===== config.mk =====
export PLATFORM = sky130hd
export DESIGN_NAME = ccbu_top
export DESIGN_NICKNAME = d
export VERILOG_FILES = /design/src/rtl/ccbu_pkg.sv /design/src/rtl/ccbu_alu.sv /design/src/rtl/ccbu_flagreg.sv /design/src/rtl/ccbu_cond.sv /design/src/rtl/ccbu_top.sv
export SDC_FILE = /design/constraint.sdc
export NUM_CORES = 1
export LEC_CHECK = 0
export BUFFER_PORTS_ARGS = -buffer_cell sky130_fd_sc_hd__buf_2
export CORE_MARGIN = 2
export CORE_UTILIZATION = 47
export CTS_BUF_LIST = sky130_fd_sc_hd__clkbuf_8
export CTS_CLUSTER_SIZE = 28
export DETAILED_ROUTE_END_ITERATION = 6
export GPL_TIMING_DRIVEN = 0
export PLACE_DENSITY = 0.88
export REMOVE_ABC_BUFFERS = 1
export SLEW_MARGIN = 20
export SYNTH_ARGS = -nofsm -noshare
export SYNTH_HDL_FRONTEND = slang
export SYNTH_SLANG_ARGS = --single-unit
export TNS_END_PERCENT = 50

===== constraint.sdc =====
create_clock -name clk -period 3.9 [get_ports clk]
set_input_delay 0.975 -clock clk [delete_from_list [all_inputs] [get_ports clk]]
set_output_delay 0.975 -clock clk [all_outputs]
set_load 0.05 [all_outputs]

===== src/rtl/ccbu_pkg.sv =====
package ccbu_pkg;

   typedef struct packed {
      logic n;
      logic z;
      logic v;
      logic c;
   } ccbu_flags_t;

   typedef enum logic [3:0] {
      COND_NEVER  = 4'h0,
      COND_ALWAYS = 4'h1,
      COND_ZSET   = 4'h2,
      COND_ZCLR   = 4'h3,
      COND_NSET   = 4'h4,
      COND_NCLR   = 4'h5,
      COND_VSET   = 4'h6,
      COND_VCLR   = 4'h7,
      COND_LOWER  = 4'h8,
      COND_HS     = 4'h9,
      COND_SLT    = 4'hA,
      COND_SGE    = 4'hB,
      COND_SLE    = 4'hC,
      COND_SGT    = 4'hD,
      COND_LS     = 4'hE,
      COND_HIGHER = 4'hF
   } ccbu_cond_e;

endpackage


===== src/rtl/ccbu_alu.sv =====
module ccbu_alu
   import ccbu_pkg::*;
#(
   parameter int WIDTH      = 8,
   parameter bit SUB_BORROW = 1'b1
) (
   input  logic [WIDTH-1:0] a_in,
   input  logic [WIDTH-1:0] b_in,
   input  logic             sub_sel,
   output logic [WIDTH-1:0] result,
   output ccbu_flags_t      flags_d
);
   localparam int MSB = WIDTH - 1;

   logic [WIDTH-1:0] b_eff;
   logic [WIDTH:0]   sum_ext;
   logic             carry_out;
   logic             c_flag;

   always_comb begin
      b_eff     = sub_sel ? ~b_in : b_in;
      sum_ext   = {1'b0, a_in} + {1'b0, b_eff} + {{WIDTH{1'b0}}, sub_sel};
      carry_out = sum_ext[WIDTH];
      result    = sum_ext[MSB:0];
   end

   generate
      if (SUB_BORROW) begin : g_borrow
         assign c_flag = sub_sel ? ~carry_out : carry_out;
      end else begin : g_rawcarry
         assign c_flag = carry_out;
      end
   endgenerate

   always_comb begin
      flags_d.n = result[MSB];
      flags_d.z = (result == '0);
      flags_d.v = (a_in[MSB] == b_eff[MSB]) && (result[MSB] != a_in[MSB]);
      flags_d.c = c_flag;
   end

endmodule


===== src/rtl/ccbu_flagreg.sv =====
module ccbu_flagreg
   import ccbu_pkg::*;
(
   input  logic        clk,
   input  logic        rst,
   input  logic        we,
   input  ccbu_flags_t d,
   output ccbu_flags_t q
);

   always_ff @(posedge clk) begin
      if (rst)
         q <= '0;
      else if (we)
         q <= d;
   end

   AST_RESET_CLEARS: assert property (@(posedge clk) rst |=> (q == '0));
   AST_HOLD_IDLE: assert property (@(posedge clk) disable iff (rst) !we |=> $stable(q));
   AST_LOAD_ENABLED: assert property (@(posedge clk) disable iff (rst) we |=> (q == $past(d)));

endmodule


===== src/rtl/ccbu_cond.sv =====
module ccbu_cond
   import ccbu_pkg::*;
(
   input  ccbu_flags_t fl,
   input  logic [3:0]  cond_sel,
   output logic        taken
);
   logic sgn_lt;
   logic uns_ls;

   always_comb begin
      sgn_lt = fl.n ^ fl.v;
      uns_ls = fl.z | fl.c;
      unique case (ccbu_cond_e'(cond_sel))
         COND_NEVER:  taken = 1'b0;
         COND_ALWAYS: taken = 1'b1;
         COND_ZSET:   taken = fl.z;
         COND_ZCLR:   taken = ~fl.z;
         COND_NSET:   taken = fl.n;
         COND_NCLR:   taken = ~fl.n;
         COND_VSET:   taken = fl.v;
         COND_VCLR:   taken = ~fl.v;
         COND_LOWER:  taken = fl.c;
         COND_HS:     taken = ~fl.c;
         COND_SLT:    taken = sgn_lt;
         COND_SGE:    taken = ~sgn_lt;
         COND_SLE:    taken = fl.z | sgn_lt;
         COND_SGT:    taken = ~(fl.z | sgn_lt);
         COND_LS:     taken = uns_ls;
         COND_HIGHER: taken = ~uns_ls;
         default:     taken = 1'b0;
      endcase
   end

endmodule


===== src/rtl/ccbu_top.sv =====
module ccbu_top
   import ccbu_pkg::*;
#(
   parameter int WIDTH      = 8,
   parameter bit SUB_BORROW = 1'b1
) (
   input  logic             clk,
   input  logic             rst,
   input  logic [WIDTH-1:0] a_in,
   input  logic [WIDTH-1:0] b_in,
   input  logic             sub_sel,
   input  logic             flag_we,
   input  logic [3:0]       cond_sel,
   output logic [WIDTH-1:0] result,
   output logic [3:0]       flags,
   output logic             branch_taken
);
   localparam int MSB = WIDTH - 1;

   generate
      if (WIDTH < 2) begin : g_bad_width
         $error("ccbu_top: WIDTH must be at least 2");
      end
   endgenerate

   ccbu_flags_t flags_d;
   ccbu_flags_t flags_q;

   ccbu_alu #(.WIDTH(WIDTH), .SUB_BORROW(SUB_BORROW)) u_alu (
      .a_in    (a_in),
      .b_in    (b_in),
      .sub_sel (sub_sel),
      .result  (result),
      .flags_d (flags_d)
   );

   ccbu_flagreg u_reg (
      .clk (clk),
      .rst (rst),
      .we  (flag_we),
      .d   (flags_d),
      .q   (flags_q)
   );

   ccbu_cond u_cond (
      .fl       (flags_q),
      .cond_sel (cond_sel),
      .taken    (branch_taken)
   );

   assign flags = {flags_q.n, flags_q.z, flags_q.v, flags_q.c};

   AST_ADD_CARRY: assert property (@(posedge clk) disable iff (rst)
      !sub_sel |-> (flags_d.c == (result < a_in)));
   generate
      if (SUB_BORROW) begin : g_borrow_chk
         AST_SUB_BORROW: assert property (@(posedge clk) disable iff (rst)
            sub_sel |-> (flags_d.c == (a_in < b_in)));
      end
   endgenerate
   AST_ZERO_RESULT: assert property (@(posedge clk) disable iff (rst)
      flags_d.z |-> (result == '0));
   AST_SIGN_BIT: assert property (@(posedge clk) disable iff (rst)
      flag_we |=> (flags[3] == $past(result[MSB])));
   AST_NEVER_TAKEN: assert property (@(posedge clk) disable iff (rst)
      (cond_sel == 4'h0) |-> !branch_taken);
   AST_ALWAYS_TAKEN: assert property (@(posedge clk) disable iff (rst)
      (cond_sel == 4'h1) |-> branch_taken);
   AST_TAKEN_FROM_REG: assert property (@(posedge clk) disable iff (rst)
      !flag_we |=> ($stable(cond_sel) -> $stable(branch_taken)));

endmodule


==> run metrics, run 1 <==
hold path cells 2; Core Area 0.00154 mm²; GRT Total Usage 0.214; CTS max path bufs 2; ys flop type dfxtp_1; status completed; vias in the first global route 804; DP HPWL 1660 µm; Die Height 45.0 µm; final hold vios 0; WL/cell 13.2 µm; pwr dens 403 mW/mm²; nets 172; asr flop ratio synth 0; setup ws final 0.123 ns; Crit. End Element primary output; worst hold path class register to register; site row count 14; Mean Syn Cell Area 7.82 µm²; Die X 45.0 µm; DR vias 879; IO Port Bufs 36; most frequent cells in the layout buf_2 (35), xor2_1 (13), inv_1 (9); area of the multi-input gates 661 µm²; Inserted Clock Buffers 3; global-route wire length before repair 3320 µm; Top reg by flops u_reg.q; largest family of logic cells by synthesized area compound AO/OA/AOI/OAI gates; Lkg Pwr 0.000531 µW; Achievable Freq 0.265 GHz; share of cells above drive strength 1 0.336; max-slew violation count 0; num ports 37; post-synthesis cell area 790 µm²; fillers 142; Slew HR 0.719; largest net degree at the start of global routing 11; Syn Inst Count 101; xor and xnor fraction of the mapped netlist area 0.155; CP Max Fanout 10; initial antenna violation count 0; full die area 0.00202 mm²; Compound-Gate Fraction of Synth Area 0.257; register area share after synthesis 0.101; Worst IR Drop VDD 283 µV; min Tclk post-route 3.78 ns; mux cell area share after synthesis 0.0571; max FFs per register 4; Via density 5.75; DR DRC count 0; Post-synth EDFFs 0; Clock Pin Slew Worst Setup and Hold Paths 0.03 ns; worst endpoint data arrival time 2.80 ns; Seq cells post-synth 4; placed instance area 967 µm²; DRT antenna net count 0; Initial Util 0.512; clock root buffer clkbuf_8; Final setup viols 0; Worst EP required 2.92 ns; pre-CTS setup slack -0.000253 ns; Synth Area in Adders 0.152; Reg2Reg Depth 2; Least-Margin Pin Slew 0.420 ns; Final Instance Area 0.00102 mm²; final WL 2020 µm; First-pass DRT Iterations 4; unrepaired setup endpoints after global routing false; Largest regs u_reg.q (4); crit path launch type input pin; most common cell after layout, fill and taps aside buf_2; CTS tree built; sequential cell area 80.1 µm²; Layout area overhead 29.0%; Max Cap Viol 0; CTS H-tree depth 1; Yosys cell types 41; 1st-iter DRT viols 10; Synth Area in Simple Gates 0.206; GPL Wtd Cong 0.784; Skew-Pair Late Insertion Delay 0.21 ns; clock sink count 4; grt ovf 0; Layout Skew 0 ns; synth warn 0; period utilization 0.969; Antenna Cells 0; Setup CP Type input pin to primary output; # hold bufs at CTS 0
[final timing paths]
kind,endpoint,slack (ns),from
hold reg to reg,u_reg.q[1],0.53,u_reg.q[1]
setup / recovery,result[5],0.12,sub_sel
setup reg to reg,u_reg.q[2],3.12,u_reg.q[2]
hold / removal,u_reg.q[1],0.53,u_reg.q[1]
[critical path: stages]
cell and delay (ns):
buf_4 0.17, xor2_2 0.19, ha_1 0.33, a21o_1 0.20, or4_4 0.52, and2_2 0.20, buf_2 0.20
[cells in the mapped netlist (all sizes together) (2+ instances only)]
| cell type | count | share of area |
|---|---|---|
| o31ai | 2 | 0.019 |
| a2111oi | 2 | 0.030 |
| mux2i | 3 | 0.043 |
| nand3 | 4 | 0.025 |
| o21ai | 3 | 0.019 |
| and3 | 3 | 0.025 |
| ha | 8 | 0.13 |
| nor2 | 7 | 0.033 |
| and2 | 3 | 0.025 |
| nand4b | 2 | 0.022 |
| dfxtp | 4 | 0.10 |
| buf | 2 | 0.024 |
| xor2 | 14 | 0.16 |
| nand2 | 6 | 0.029 |
| a21o | 2 | 0.019 |
| a21oi | 7 | 0.044 |
| inv | 9 | 0.043 |
| o211ai | 2 | 0.019 |
[layout make-up]
type	count	share of cell area
well taps	16	0.0197
flip-flops and latches	4	0.0786
repair buffers	36	0.179
inverters	9	0.0332
multi-input cells	85	0.649
clock buffers	3	0.0405
[layer usage]
layer  global-route usage  routed length [µm]
met4               0.0294                   0
met3               0.0440                 147
met1                0.274                 878
met2                0.377                 994
met5                    0                   0
[repair_timing]
item,in CTS,in global routing
setup buffers,0,0
setup endpoints to repair,2,2
pin swaps,0,0
resized for setup,1,2
[report_power, final]
group | total (µW) | internal [µW] | leakage (µW) | switching (µW)
clock | 86.9 | 65.8 | 0.0000216 | 21.2
combinational | 275 | 82.8 | 0.000477 | 192
sequential | 48.2 | 44.6 | 0.0000328 | 3.52
[kinds of logic after synthesis]
family          after synthesis
simple gates                 30
compound gates               28
xor+xnor                     14
buf+inv                      12
fa+ha+maj                     9
mux                           4
flops                         4
[through the flow]
| stage | utilization | setup TNS (ns) | hold WS, ns | total power [µW] | instances |
|---|---|---|---|---|---|
| 6_report | 0.661 | 0 | 0.527 | 410 | 153 |
| 5_1_grt | 0.661 | 0 | 0.534 | 436 | 153 |
| 4_1_cts | 0.656 | 0 | 0.524 | 411 | 153 |
| 3_5_place_dp | 0.627 | -0.000253 | 0.509 | 320 | 150 |
| 3_3_place_gp | 0.627 | 0 | 0.508 | 312 | 150 |
| 2_1_floorplan | - | 0 | 0.715 | 256 | 98 |
Note: power is estimated with default switching activity, not from simulation.
==> inputs of run 2 (changes only) <==
- CORE_UTILIZATION: 47 -> 43
- PLACE_DENSITY: 0.88 -> 0.85
- clock period: 3.9 -> 3.03 ns (I/O delays scaled with it)
==> run 2 against run 1 <==
Compared with the run above:
- the flow now finishes with violations (setup timing)
- critical path depth is 3 higher
- first-iteration DRC count down 10%
- clock skew is the same
==> run metrics, run 2 (same netlist as run 1, synthesis figures left out) <==
GRT Total Usage 0.204; status finished with violations; global-route wire length before repair 3350 µm; Antenna Cells 0; Skew-Pair Late Insertion Delay 0.21 ns; CTS max path bufs 2; # hold bufs at CTS 0; Lkg Pwr 0.000610 µW; period utilization 1.05; most frequent cells in the layout buf_2 (29), buf_4 (11), inv_1 (9); clock root buffer clkbuf_8; Hold Path End u_reg.q[1]; Slew HR 0.726; worst endpoint data arrival time 2.42 ns; Largest regs u_reg.q (4); crit path launch type input pin; Die Height 46.9 µm; pwr dens 502 mW/mm²; CTS H-tree depth 1; Reg2Reg Depth 2; area of the multi-input gates 766 µm²; Inserted Clock Buffers 3; failing checks setup timing; Top reg by flops u_reg.q; worst hold slack 0.537 ns; Slowest cell on crit path ha_1; DR vias 936; Power Internal 319 µW; Comb power frac 0.729; most common cell after layout, fill and taps aside buf_2; hold path startpoint u_reg.q[1]; Via density 5.44; Flop pwr share 0.099; Least-Margin Pin Slew 0.401 ns; IO Port Bufs 36; Max Cap Viol 0; sw power 313 µW; max FFs per register 4; grt ovf 0; R2R Path Start u_reg.q[2]; num ports 37; slack of the worst reg-to-reg path 2.23 ns; largest net degree at the start of global routing 10; Final setup viols 4; Setup CP Type input pin to primary output; Core Util, Final 0.730; clock sink count 4; hold path cells 2; max-slew violation count 0; DR DRC count 0; CP Max Fanout 8; Clock Power Share 0.173; initial antenna violation count 0; CTS tree built; CP Cell Sequence buf_12, xor2_2, ha_1, nand2_2, o211ai_1, buf_4, and2_1, o211a_1, inv_1, buf_6; sw frac 0.495; GPL Wtd Cong 0.761; Crit. End Element primary output; setup ws final -0.144 ns; final hold vios 0; fillers 147; worst hold path class register to register; First-pass DRT Iterations 5; nets 182; Clock Pin Slew Worst Setup and Hold Paths 0.03 ns; full die area 0.00219 mm²; share of cells above drive strength 1 0.503; Worst EP required 2.27 ns; site row count 15; Initial Util 0.457; Worst IR Drop VDD 497 µV; Die X 46.9 µm; Core Area 0.00173 mm²; WL/cell 14.6 µm; Layout area overhead 59.6%; sequential cell area 80.1 µm²; DP HPWL 1620 µm; overall power 632 µW; Layout Skew 0 ns; min Tclk post-route 3.17 ns; DRT antenna net count 0; RR Endpoint u_reg.q[2]; unrepaired setup endpoints after global routing true; final WL 2520 µm; Achievable Freq 0.315 GHz; Worst path max stage delay 0.32 ns; 1st-iter DRT viols 9; vias in the first global route 859
-- run 2: cell types whose count changed in the layout (fill, tap and decap cells not counted), moves of 3 or more --
cell | before | now
buf_2 | 35 | 29
buf_4 | 1 | 11
buf_6 | 0 | 4
nand2_1 | 6 | 3
nand2_2 | 0 | 3
xor2_1 | 13 | 8
xor2_2 | 1 | 6
-- run 2: power by group through the flow --
stage | clock network [µW] | registers, µW | logic, µW
finish | 109 | 62.5 | 460
global route | 114 | 63.1 | 488
CTS | 110 | 62.4 | 406
detailed placement | 0 | 63.1 | 348
global placement | 0 | 62.4 | 341
floorplan | 0 | 76.7 | 252
-- run 2: worst max-delay path by stage --
stage | startpoint | to | slack [ns] | cells after the start
final | sub_sel | result[7] | -0.14 | 10
after global placement | sub_sel | result[5] | -0.35 | 7
after floorplan | sub_sel | result[3] | -0.16 | 5
after global routing | sub_sel | result[7] | -0.22 | 10
after detailed placement | sub_sel | result[5] | -0.43 | 7
after CTS | sub_sel | result[5] | -0.15 | 7
-- run 2: critical path: cells and delay by family --
family / cells / cell delay, ns
AOI/OAI and AO/OA: 2 / 0.35
adders and majority gates: 1 / 0.32
and+or+nand+nor: 2 / 0.25
buffers and inverters: 4 / 0.55
xor gates and xnor gates: 1 / 0.19
-- run 2: layer usage --
metal,vias up,wire length (µm),GRT usage
li1,460,-,-
met1,440,1020,0.240
met2,34,1360,0.389
met3,2,111,0.0308
met4,0,25,0.0389
met5,-,0,0
-- run 2: area by class of cell --
| class | instances | share of cell area |
|---|---|---|
| repair buffers | 46 | 0.244 |
| multi-input cells | 85 | 0.608 |
| well taps | 25 | 0.0248 |
| flip-flops and latches | 4 | 0.0636 |
| inverters | 9 | 0.0268 |
| clock buffers | 3 | 0.0328 |
-- run 2: repair_timing --
action	in CTS	in global routing
setup endpoints to repair	5	5
setup buffers	7	3
resized for setup	22	17
pin swaps	9	11
-- run 2: metrics by stage --
step | TNS (ns) | setup slack (ns) | cell area [µm²] | cells
2_1_floorplan | -0.302 | -0.158 | 767 | 98
3_3_place_gp | -1.25 | -0.349 | 978 | 159
3_5_place_dp | -1.47 | -0.431 | 978 | 159
4_1_cts | -0.330 | -0.151 | 1160 | 169
5_1_grt | -0.687 | -0.216 | 1260 | 172
6_report | -0.379 | -0.144 | 1260 | 172
==> inputs of run 3 (changes only) <==
- CORE_ASPECT_RATIO: unset -> 0.7
- CORE_UTILIZATION: 43 -> 30
- PLACE_DENSITY: 0.85 -> 0.65
- SETUP_SLACK_MARGIN: unset -> 0.5
- SLEW_MARGIN: 20 -> unset
==> run 3 against run 2 <==
Compared with the run above:
- the flow still finishes with violations (setup timing)
- sequential power about the same
- critical path depth decreased by 2
- highest routed layer unchanged
- sequential share of layout area fell by 1.0 points
- count of clock-buffer cells in the layout unchanged
- non-clock buffer count is 12 higher
- largest cell class unchanged
==> run metrics, run 3 (same netlist as run 1, synthesis figures left out) <==
Core Util, Final 0.609; CP Cell Sequence buf_12, xor2_1, ha_1, nand2_2, nor3_2, or4_4, and2_4, buf_8; Comb power frac 0.754; pre-CTS setup slack -0.434 ns; Achievable Freq 0.320 GHz; Top reg by flops u_reg.q; pwr dens 481 mW/mm²; hold path startpoint u_reg.q[1]; clock root buffer clkbuf_8; Antenna Cells 0; Die Height 46.9 µm; First-pass DRT Iterations 4; IO Port Bufs 36; Slowest cell on crit path or4_4; Final setup viols 3; Power Internal 384 µW; hold path cells 2; CTS max path bufs 2; min Tclk post-route 3.13 ns; Via density 5.21; DR vias 1006; Max Cap Viol 0; # hold bufs at CTS 0; Reg2Reg Depth 2; share of cells above drive strength 1 0.572; Worst path max stage delay 0.48 ns; Final Non-Filler Cells 193; num ports 37; Die X 65.3 µm; CP Max Fanout 5; WL/cell 15.1 µm; WP buf/inv 2; max-slew violation count 0; period utilization 1.03; slack of the worst reg-to-reg path 2.23 ns; Layout Skew 0 ns; clock sink count 4; Inserted Clock Buffers 3; worst endpoint data arrival time 2.37 ns; Slew HR 0.738; GRT Total Usage 0.188; full die area 0.00306 mm²; Skew-Pair Late Insertion Delay 0.22 ns; Flop pwr share 0.086; DRT antenna net count 0; setup ws final -0.0985 ns; Hold Path End u_reg.q[1]; dpl cells 168; Least-Margin Pin Slew 0.384 ns; vias in the first global route 974; DP HPWL 1720 µm; CP top delay family simple AND/OR/NAND/NOR gates; R2R Path Start u_reg.q[2]; DR DRC count 0; overall power 726 µW; Largest regs u_reg.q (4); crit path launch type input pin; max FFs per register 4; initial antenna violation count 0; Layout area overhead 91.1%; worst hold path class register to register; Initial Util 0.319; most common cell after layout, fill and taps aside buf_4; Lkg Pwr 0.000707 µW; Clock Pin Slew Worst Setup and Hold Paths 0.04 ns; grt ovf 0; Setup CP Type input pin to primary output; CTS tree built; final hold vios 0; unrepaired setup endpoints after global routing true; global-route wire length before repair 4280 µm; 1st-iter DRT viols 38; Clock Power Share 0.160; CTS H-tree depth 1; GPL Wtd Cong 0.803; RR Endpoint u_reg.q[2]; failing checks setup timing; largest net degree at the start of global routing 9; final WL 2910 µm; sw power 342 µW; Worst EP required 2.27 ns; status finished with violations; site row count 15; Worst IR Drop VDD 314 µV; Core Area 0.00248 mm²; total negative slack -0.226 ns; Crit. End Element primary output; nets 194; most frequent cells in the layout buf_4 (23), buf_2 (22), inv_1 (8), buf_6 (8); sw frac 0.471
==> run 3: cell type report <==
class | instances | area (µm²)
multi-input combinational | 85 | 846
tap | 34 | 42.5
inverter | 9 | 33.8
clock buffer | 3 | 41.3
sequential | 4 | 80.1
fill | 215 | 968
timing repair buffer | 58 | 465
==> run 3: repair_timing <==
item | in CTS | in global routing
endpoints found under the hold margin | 0 | 0
pin swaps | 17 | 13
cloned | 1 | 0
gates resized for setup | 52 | 13
buffers inserted | 14 | 7
endpoints found under the setup margin | 10 | 9
==> run 3: worst max-delay path by stage <==
stage	start	end	slack (ns)	depth (start not counted)
floorplan	sub_sel	result[3]	-0.16	5
CTS	sub_sel	result[5]	-0.08	8
detailed placement	sub_sel	result[6]	-0.43	9
global route	sub_sel	result[5]	-0.13	8
global placement	sub_sel	result[5]	-0.38	7
finish	sub_sel	result[5]	-0.1	8
==> run 3: worst reg2reg max path, stage by stage (launching register included) <==
cell and delay [ns]:
dfxtp_1 0.34, and3_1 0.18, a31o_1 0.17
==> run 3: per-layer routing <==
metal / up-vias / wire (µm) / GRT usage
met3: 4 / 200 / 0.0552
li1: 481 / - / -
met5: - / 0 / 0
met2: 47 / 1470 / 0.331
met4: 0 / 39 / 0.0625
met1: 474 / 1200 / 0.228
==> run 3: per-stage QoR <==
| step | hold WS [ns] | cell area [µm²] |
|---|---|---|
| floorplan | 0.715 | 767 |
| global placement | 0.512 | 990 |
| detailed placement | 0.512 | 990 |
| CTS | 0.520 | 1400 |
| global route | 0.552 | 1510 |
| finish | 0.524 | 1510 |
==> run 3: power groups by stage <==
stage	registers [µW]	clock network, µW	logic (µW)
3_3_place_gp	62.4	0	345
3_5_place_dp	62.5	0	349
6_report	62.7	116	547
2_1_floorplan	76.7	0	252
4_1_cts	62.0	116	489
5_1_grt	63.0	119	577
